### src/rtl/w1b_pkg.sv
package w1b_pkg;
  localparam int REG_W  = 16;
  localparam int ADDR_W = 2;

  localparam logic [ADDR_W-1:0] ADDR_DATA = 2'd0;
  localparam logic [ADDR_W-1:0] ADDR_STAT = 2'd1;
  localparam logic [ADDR_W-1:0] ADDR_IEN  = 2'd2;

  // status bit positions (decoded by software)
  localparam int ST_TBE  = 2;
  localparam int ST_TSRE = 3;
  localparam int ST_RBF  = 4;
  localparam int ST_RSRF = 5;

  localparam logic [REG_W-1:0] ST_MASK = 16'h003C;
endpackage

### src/rtl/w1b_shifter.sv
module w1b_shifter #(
  parameter int DATA_W = 8
) (
  input  logic              clk,
  input  logic              rst,
  input  logic              tx_valid,
  input  logic [DATA_W-1:0] tx_byte,
  output logic              tx_take,
  output logic              shift_empty,
  output logic              slot_go,
  output logic              slot_wbit,
  input  logic              slot_busy,
  input  logic              slot_done,
  input  logic              slot_sample,
  output logic              rx_done,
  output logic [DATA_W-1:0] rx_byte
);
  localparam int CNT_W = (DATA_W > 1) ? $clog2(DATA_W) : 1;
  localparam logic [CNT_W-1:0] LAST = CNT_W'(DATA_W - 1);

  logic              active;
  logic              pending;
  logic [CNT_W-1:0]  cnt;
  logic [DATA_W-1:0] tx_sr;
  logic [DATA_W-1:0] rx_sr;
  logic [DATA_W-1:0] rx_next;

  assign tx_take     = tx_valid && !active;
  assign shift_empty = !active;
  assign slot_wbit   = tx_sr[0];
  assign rx_next     = {slot_sample, rx_sr[DATA_W-1:1]};

  always_ff @(posedge clk) begin
    if (rst) begin
      active  <= 1'b0;
      pending <= 1'b0;
      cnt     <= '0;
      tx_sr   <= '0;
      rx_sr   <= '0;
      rx_byte <= '0;
      rx_done <= 1'b0;
      slot_go <= 1'b0;
    end else begin
      slot_go <= 1'b0;
      rx_done <= 1'b0;
      if (tx_take) begin
        active  <= 1'b1;
        pending <= 1'b0;
        cnt     <= '0;
        tx_sr   <= tx_byte;
      end else if (active) begin
        if (!pending && !slot_busy) begin
          slot_go <= 1'b1;
          pending <= 1'b1;
        end else if (pending && slot_done) begin
          pending <= 1'b0;
          rx_sr   <= rx_next;
          tx_sr   <= tx_sr >> 1;
          cnt     <= cnt + 1'b1;
          if (cnt == LAST) begin
            active  <= 1'b0;
            rx_done <= 1'b1;
            rx_byte <= rx_next;
          end
        end
      end
    end
  end


  no_busy_slot_chk: assert property (@(posedge clk) disable iff (rst)
    slot_go |-> $past(!slot_busy));

  single_slot_chk: assert property (@(posedge clk) disable iff (rst)
    slot_go |=> !slot_go);

  done_empty_chk: assert property (@(posedge clk) disable iff (rst)
    rx_done |-> shift_empty);
endmodule

### src/rtl/w1b_regs.sv
module w1b_regs
  import w1b_pkg::*;
#(
  parameter int DATA_W = 8
) (
  input  logic              clk,
  input  logic              rst,
  input  logic              reg_wr,
  input  logic              reg_rd,
  input  logic [ADDR_W-1:0] reg_addr,
  input  logic [REG_W-1:0]  reg_wdata,
  output logic [REG_W-1:0]  reg_rdata,
  output logic              irq,
  output logic              tx_valid,
  output logic [DATA_W-1:0] tx_byte,
  input  logic              tx_take,
  input  logic              shift_empty,
  input  logic              rx_done,
  input  logic [DATA_W-1:0] rx_byte
);
  logic              tbe;
  logic              rbf;
  logic              rsrf;
  logic [DATA_W-1:0] tx_buf;
  logic [DATA_W-1:0] rx_buf;
  logic [DATA_W-1:0] rx_hold;
  logic [REG_W-1:0]  ien;
  logic [REG_W-1:0]  stat;
  logic              wr_data;
  logic              rd_data;

  assign wr_data  = reg_wr && (reg_addr == ADDR_DATA);
  assign rd_data  = reg_rd && (reg_addr == ADDR_DATA);
  assign tx_valid = !tbe;
  assign tx_byte  = tx_buf;

  always_comb begin
    stat          = '0;
    stat[ST_TBE]  = tbe;
    stat[ST_TSRE] = shift_empty;
    stat[ST_RBF]  = rbf;
    stat[ST_RSRF] = rsrf;
  end

  // transmit buffer
  always_ff @(posedge clk) begin
    if (rst) begin
      tbe    <= 1'b1;
      tx_buf <= '0;
    end else if (wr_data) begin
      tbe    <= 1'b0;
      tx_buf <= reg_wdata[DATA_W-1:0];
    end else if (tx_take) begin
      tbe    <= 1'b1;
    end
  end

  // receive buffer and holding stage
  always_ff @(posedge clk) begin
    if (rst) begin
      rbf     <= 1'b0;
      rsrf    <= 1'b0;
      rx_buf  <= '0;
      rx_hold <= '0;
    end else if (rx_done) begin
      if (!rbf) begin
        rbf <= 1'b1;
        if (rsrf) begin
          rx_buf  <= rx_hold;
          rx_hold <= rx_byte;
        end else begin
          rx_buf  <= rx_byte;
        end
      end else begin
        rx_hold <= rx_byte;
        rsrf    <= 1'b1;
        if (rd_data) rbf <= 1'b0;
      end
    end else if (rsrf && !rbf) begin
      rx_buf <= rx_hold;
      rbf    <= 1'b1;
      rsrf   <= 1'b0;
    end else if (rd_data) begin
      rbf <= 1'b0;
    end
  end

  // interrupt enable, interrupt and read data
  always_ff @(posedge clk) begin
    if (rst) begin
      ien       <= '0;
      irq       <= 1'b0;
      reg_rdata <= '0;
    end else begin
      if (reg_wr && (reg_addr == ADDR_IEN)) ien <= reg_wdata & ST_MASK;
      irq <= |(stat & ien);
      if (reg_rd) begin
        case (reg_addr)
          ADDR_DATA: reg_rdata <= REG_W'(rx_buf);
          ADDR_STAT: reg_rdata <= stat;
          ADDR_IEN:  reg_rdata <= ien;
          default:   reg_rdata <= '0;
        endcase
      end else begin
        reg_rdata <= '0;
      end
    end
  end


  wr_clears_tbe_chk: assert property (@(posedge clk) disable iff (rst)
    wr_data |=> !tbe);

  tbe_rise_chk: assert property (@(posedge clk) disable iff (rst)
    $rose(tbe) |-> $past(shift_empty));

  rd_clears_rbf_chk: assert property (@(posedge clk) disable iff (rst)
    (rd_data && rbf) |=> !rbf);

  hold_over_full_chk: assert property (@(posedge clk) disable iff (rst)
    $rose(rsrf) |-> $past(rbf));

  irq_masked_chk: assert property (@(posedge clk) disable iff (rst)
    irq |-> $past(ien != '0));
endmodule

### src/rtl/w1_byte_engine.sv
module w1_byte_engine
  import w1b_pkg::*;
#(
  parameter int DATA_W = 8
) (
  input  logic              clk,
  input  logic              rst,
  input  logic              reg_wr,
  input  logic              reg_rd,
  input  logic [ADDR_W-1:0] reg_addr,
  input  logic [REG_W-1:0]  reg_wdata,
  output logic [REG_W-1:0]  reg_rdata,
  output logic              irq,
  output logic              slot_go,
  output logic              slot_wbit,
  input  logic              slot_busy,
  input  logic              slot_done,
  input  logic              slot_sample
);
  logic              tx_valid;
  logic              tx_take;
  logic              shift_empty;
  logic              rx_done;
  logic [DATA_W-1:0] tx_byte;
  logic [DATA_W-1:0] rx_byte;

  w1b_regs #(.DATA_W(DATA_W)) u_regs (
    .clk        (clk),
    .rst        (rst),
    .reg_wr     (reg_wr),
    .reg_rd     (reg_rd),
    .reg_addr   (reg_addr),
    .reg_wdata  (reg_wdata),
    .reg_rdata  (reg_rdata),
    .irq        (irq),
    .tx_valid   (tx_valid),
    .tx_byte    (tx_byte),
    .tx_take    (tx_take),
    .shift_empty(shift_empty),
    .rx_done    (rx_done),
    .rx_byte    (rx_byte)
  );

  w1b_shifter #(.DATA_W(DATA_W)) u_shifter (
    .clk        (clk),
    .rst        (rst),
    .tx_valid   (tx_valid),
    .tx_byte    (tx_byte),
    .tx_take    (tx_take),
    .shift_empty(shift_empty),
    .slot_go    (slot_go),
    .slot_wbit  (slot_wbit),
    .slot_busy  (slot_busy),
    .slot_done  (slot_done),
    .slot_sample(slot_sample),
    .rx_done    (rx_done),
    .rx_byte    (rx_byte)
  );
endmodule

### config.mk
export PLATFORM = sky130hd
export DESIGN_NAME = w1_byte_engine
export DESIGN_NICKNAME = d
export VERILOG_FILES = /design/src/rtl/w1b_pkg.sv /design/src/rtl/w1b_shifter.sv /design/src/rtl/w1b_regs.sv /design/src/rtl/w1_byte_engine.sv
export SDC_FILE = /design/constraint.sdc
export NUM_CORES = 1
export LEC_CHECK = 0
export ABC_AREA = 1
export BUFFER_PORTS_ARGS = -buffer_cell sky130_fd_sc_hd__buf_2
export CAP_MARGIN = 20
export CORE_ASPECT_RATIO = 0.75
export CORE_MARGIN = 1
export CORE_UTILIZATION = 45
export CTS_CLUSTER_SIZE = 20
export DETAILED_ROUTE_END_ITERATION = 12
export HOLD_SLACK_MARGIN = 0.08
export PLACE_DENSITY = 0.65
export SLEW_MARGIN = 0
export SYNTH_ARGS = -nofsm -noshare
export SYNTH_HDL_FRONTEND = slang
export SYNTH_SLANG_ARGS = --single-unit
### constraint.sdc
create_clock -name clk -period 1.4 [get_ports clk]
set_input_delay 0.21 -clock clk [delete_from_list [all_inputs] [get_ports clk]]
set_output_delay 0.21 -clock clk [all_outputs]
set_load 0.05 [all_outputs]
==> flow_metrics.tcl <==
set metrics [dict create \
    synth-seq-cells 70 \
    vdd_ir_drop_max_mv 0.530 \
    wl_met3_um 362 \
    wl_met2_um 2320 \
    drive_gt1_share_pct 14.3 \
    dieArea_um2 6850 \
    synth-simple-area-share_pct 29.9 \
    synth_compound_area_share_pct 10.8 \
    outcome "completed" \
    synth_top_family_by_area "simple AND/OR/NAND/NOR gates" \
    gp_congestion 0.832 \
    drt-met1-wl_um 3190 \
    fin_crit_sh_pct 91.4 \
    synth.area.top_cells "dfxtp_1, nor2_1, nand2_1, o21ai_0, inv_1" \
    maxCapViolCount 0 \
    finClkSkew_ps 7.30 \
    core_um2 6290 \
    cts.path.max_buffers 2 \
    switching_share_pct 24.1 \
    worstSetupStartpointType "flip-flop" \
    yosysWarnings 0 \
    hp-class "input pin to flip-flop" \
    cts_max_level 3 \
    clk_latency_ps 340 \
    worstPathRequired_ps 1630 \
    p_leak_nw 1.44 \
    period_needed_ps 1280 \
    viasPerCell 4.72 \
    synth_top_area_share_pct 47.8 \
    final_common_cell "nor2_1" \
    die_w_um 95.2 \
    combPwrFrac_pct 6.4 \
    synth_area_um2 2930 \
    netlist_instances 412 \
    grt_pass1_wl_um 10000 \
    setup_violations 0 \
    grt_usage_pct 19.1 \
    final_nets 472 \
    yosys.area_share.adder_pct 0.853 \
    cts.sinks 70 \
    seq_power_share_pct 54.9 \
    drc 0 \
    synth_xor_area_share_pct 0 \
    vias 2503 \
    ys_types 23 \
    port_buffers 27 \
    path_cells "ha_1 -> ha_1 -> inv_2 -> nor2_4 -> buf_12 -> nand3_1 -> nand2_1 -> nor2_1" \
    cts_made_buffers 9 \
    crit_path_frequent_cell "ha_1" \
    wl_per_cell_um 11.2 \
    worst_setup_path_end_kind "flip-flop" \
    avgSynthCellArea_um2 7.12 \
    cts_tree "built" \
    grt_max_degree 19 \
    final_cell_area_um2 3310 \
    ant_nets 0 \
    finalWirelength_um 5950 \
    rsz0062_at_grt "no" \
    grt_pass1_vias 2189 \
    path_max_fanout 15 \
    slowest_delay_ps 340 \
    power.density_nw_per_um2 1120 \
    rows 25 \
    fin_tns_setup_ps 0 \
    ys_seq_area_share_pct 47.8 \
    crit_arrival_ps 1510 \
    pwr-share-clk_pct 38.7 \
    power.internal_mw 2.81 \
    ctsHoldBuffers 0 \
    antenna_found_initial 0 \
    dpl-instance-area_um2 3120 \
    crit_type "flip-flop to flip-flop" \
    area_delta_synth_final_pct 13.0 \
    critPathSlowestCell "dfxtp_1" \
    topRoutingLayerUsed "met4" \
    clk_pin_slew_ps 70 \
    initial_core_util_pct 46.6 \
    ios 44 \
    mostFrequentLayoutCells "nor2_1, nand2_1, dfxtp_1, inv_1, o21ai_0" \
    clock.fmax_mhz 782 \
    die-height_um 71.9 \
    finalHoldViolations 0 \
    n_antenna_cell 0 \
    synth_mux_area_share_pct 0 \
    yosysTopAreaCell "dfxtp_1" \
    first_iter_violations 86 \
    p_switching_uw 893 \
    holdWs_ps 106 \
    clockRootBuffer "clkbuf_8" \
    finalMaxSlewViolations 0 \
    grt_overflow_total 0 \
    dp_hpwl_um 4100 \
    first_pass_iters 4 \
]
==> critical path, delay by kind of cell (launching register included) <==
| kind | cells | cell delay (ps) |
|---|---|---|
| flops | 1 | 340 |
| simple gates | 4 | 330 |
| fa+ha+maj | 2 | 310 |
| buf+inv | 2 | 190 |
==> cells in the mapped netlist, drive strengths merged <==
master,n
buf,20
nand2,78
nand3,18
a21oi,22
a31oi,1
o21ai,38
nor2,106
dfxtp,70
o22ai,1
clkbuf,3
nand4,7
ha,2
nor3,1
or2,1
inv,43
conb,1
==> registers in the layout, summed over array words and instances (netlist names), 3 cells and up <==
name,flops
u_shifter.rx_byte,8
u_shifter.tx_sr,8
u_regs.rx_buf,8
u_shifter.cnt,3
u_regs.ien,4
u_regs.rx_hold,8
u_shifter.rx_sr,7
u_regs.reg_rdata,8
u_regs.tx_byte,8
==> kinds of logic after synthesis <==
family | count (synthesis)
AND/OR/NAND/NOR | 211
flip-flops | 70
buffers and inverters | 66
AO/OA/AOI/OAI | 62
adder cells (fa/ha/maj) | 2
other | 1
==> layout make-up <==
type                    count  area (um2)
well taps                  81         101
clock buffers              14         163
multi-input cells         283        1250
inverters                  43         161
fillers                   619        2970
clock inverters             1        5.00
repair buffers             38         230
flip-flops and latches     70        1400
==> worst paths after layout <==
kind | depth (start not counted) | start | endpoint | slack (ps)
max | 8 | u_shifter.cnt[1] | u_shifter.rx_byte[3] | 120
min | 3 | reg_wdata[2] | u_regs.ien[2] | 110
max reg2reg | 8 | u_shifter.cnt[1] | u_shifter.rx_byte[3] | 120
min reg2reg | 2 | u_regs.rx_buf[1] | u_regs.reg_rdata[1] | 450
==> per-layer routing <==
layer | vias to the layer above | GRT usage (%)
met5 | - | 0
met4 | 0 | 6.23
met3 | 10 | 6.18
met2 | 69 | 25.5
met1 | 1082 | 28.7
li1 | 1342 | -
==> power groups by stage <==
stage          clock network [mW]  registers (mW)  logic (mW)
3_3_place_gp                    0            2.08       0.236
4_1_cts                      1.46            2.03       0.237
2_1_floorplan                   0            2.09       0.175
3_5_place_dp                    0            2.08       0.236
6_report                     1.44            2.03       0.237
5_1_grt                      1.55            2.04       0.265
==> per-stage QoR <==
stage	std cells	total power [mW]	utilization [%]	setup WS, ps
floorplan	419	2.26	-	146
global route	530	3.86	52.7	15.4
finish	530	3.71	52.7	121
global placement	514	2.32	49.7	66.3
CTS	529	3.74	52.4	22.1
detailed placement	514	2.32	49.7	29.5
==> timing repair <==
item,CTS,global route
pin swaps,1,1
hold endpoints to repair,0,0
endpoints found under the setup margin,1,8
setup buffers,0,1
gates resized for setup,0,2
No activity file was read; power rests on OpenSTA's default activity.
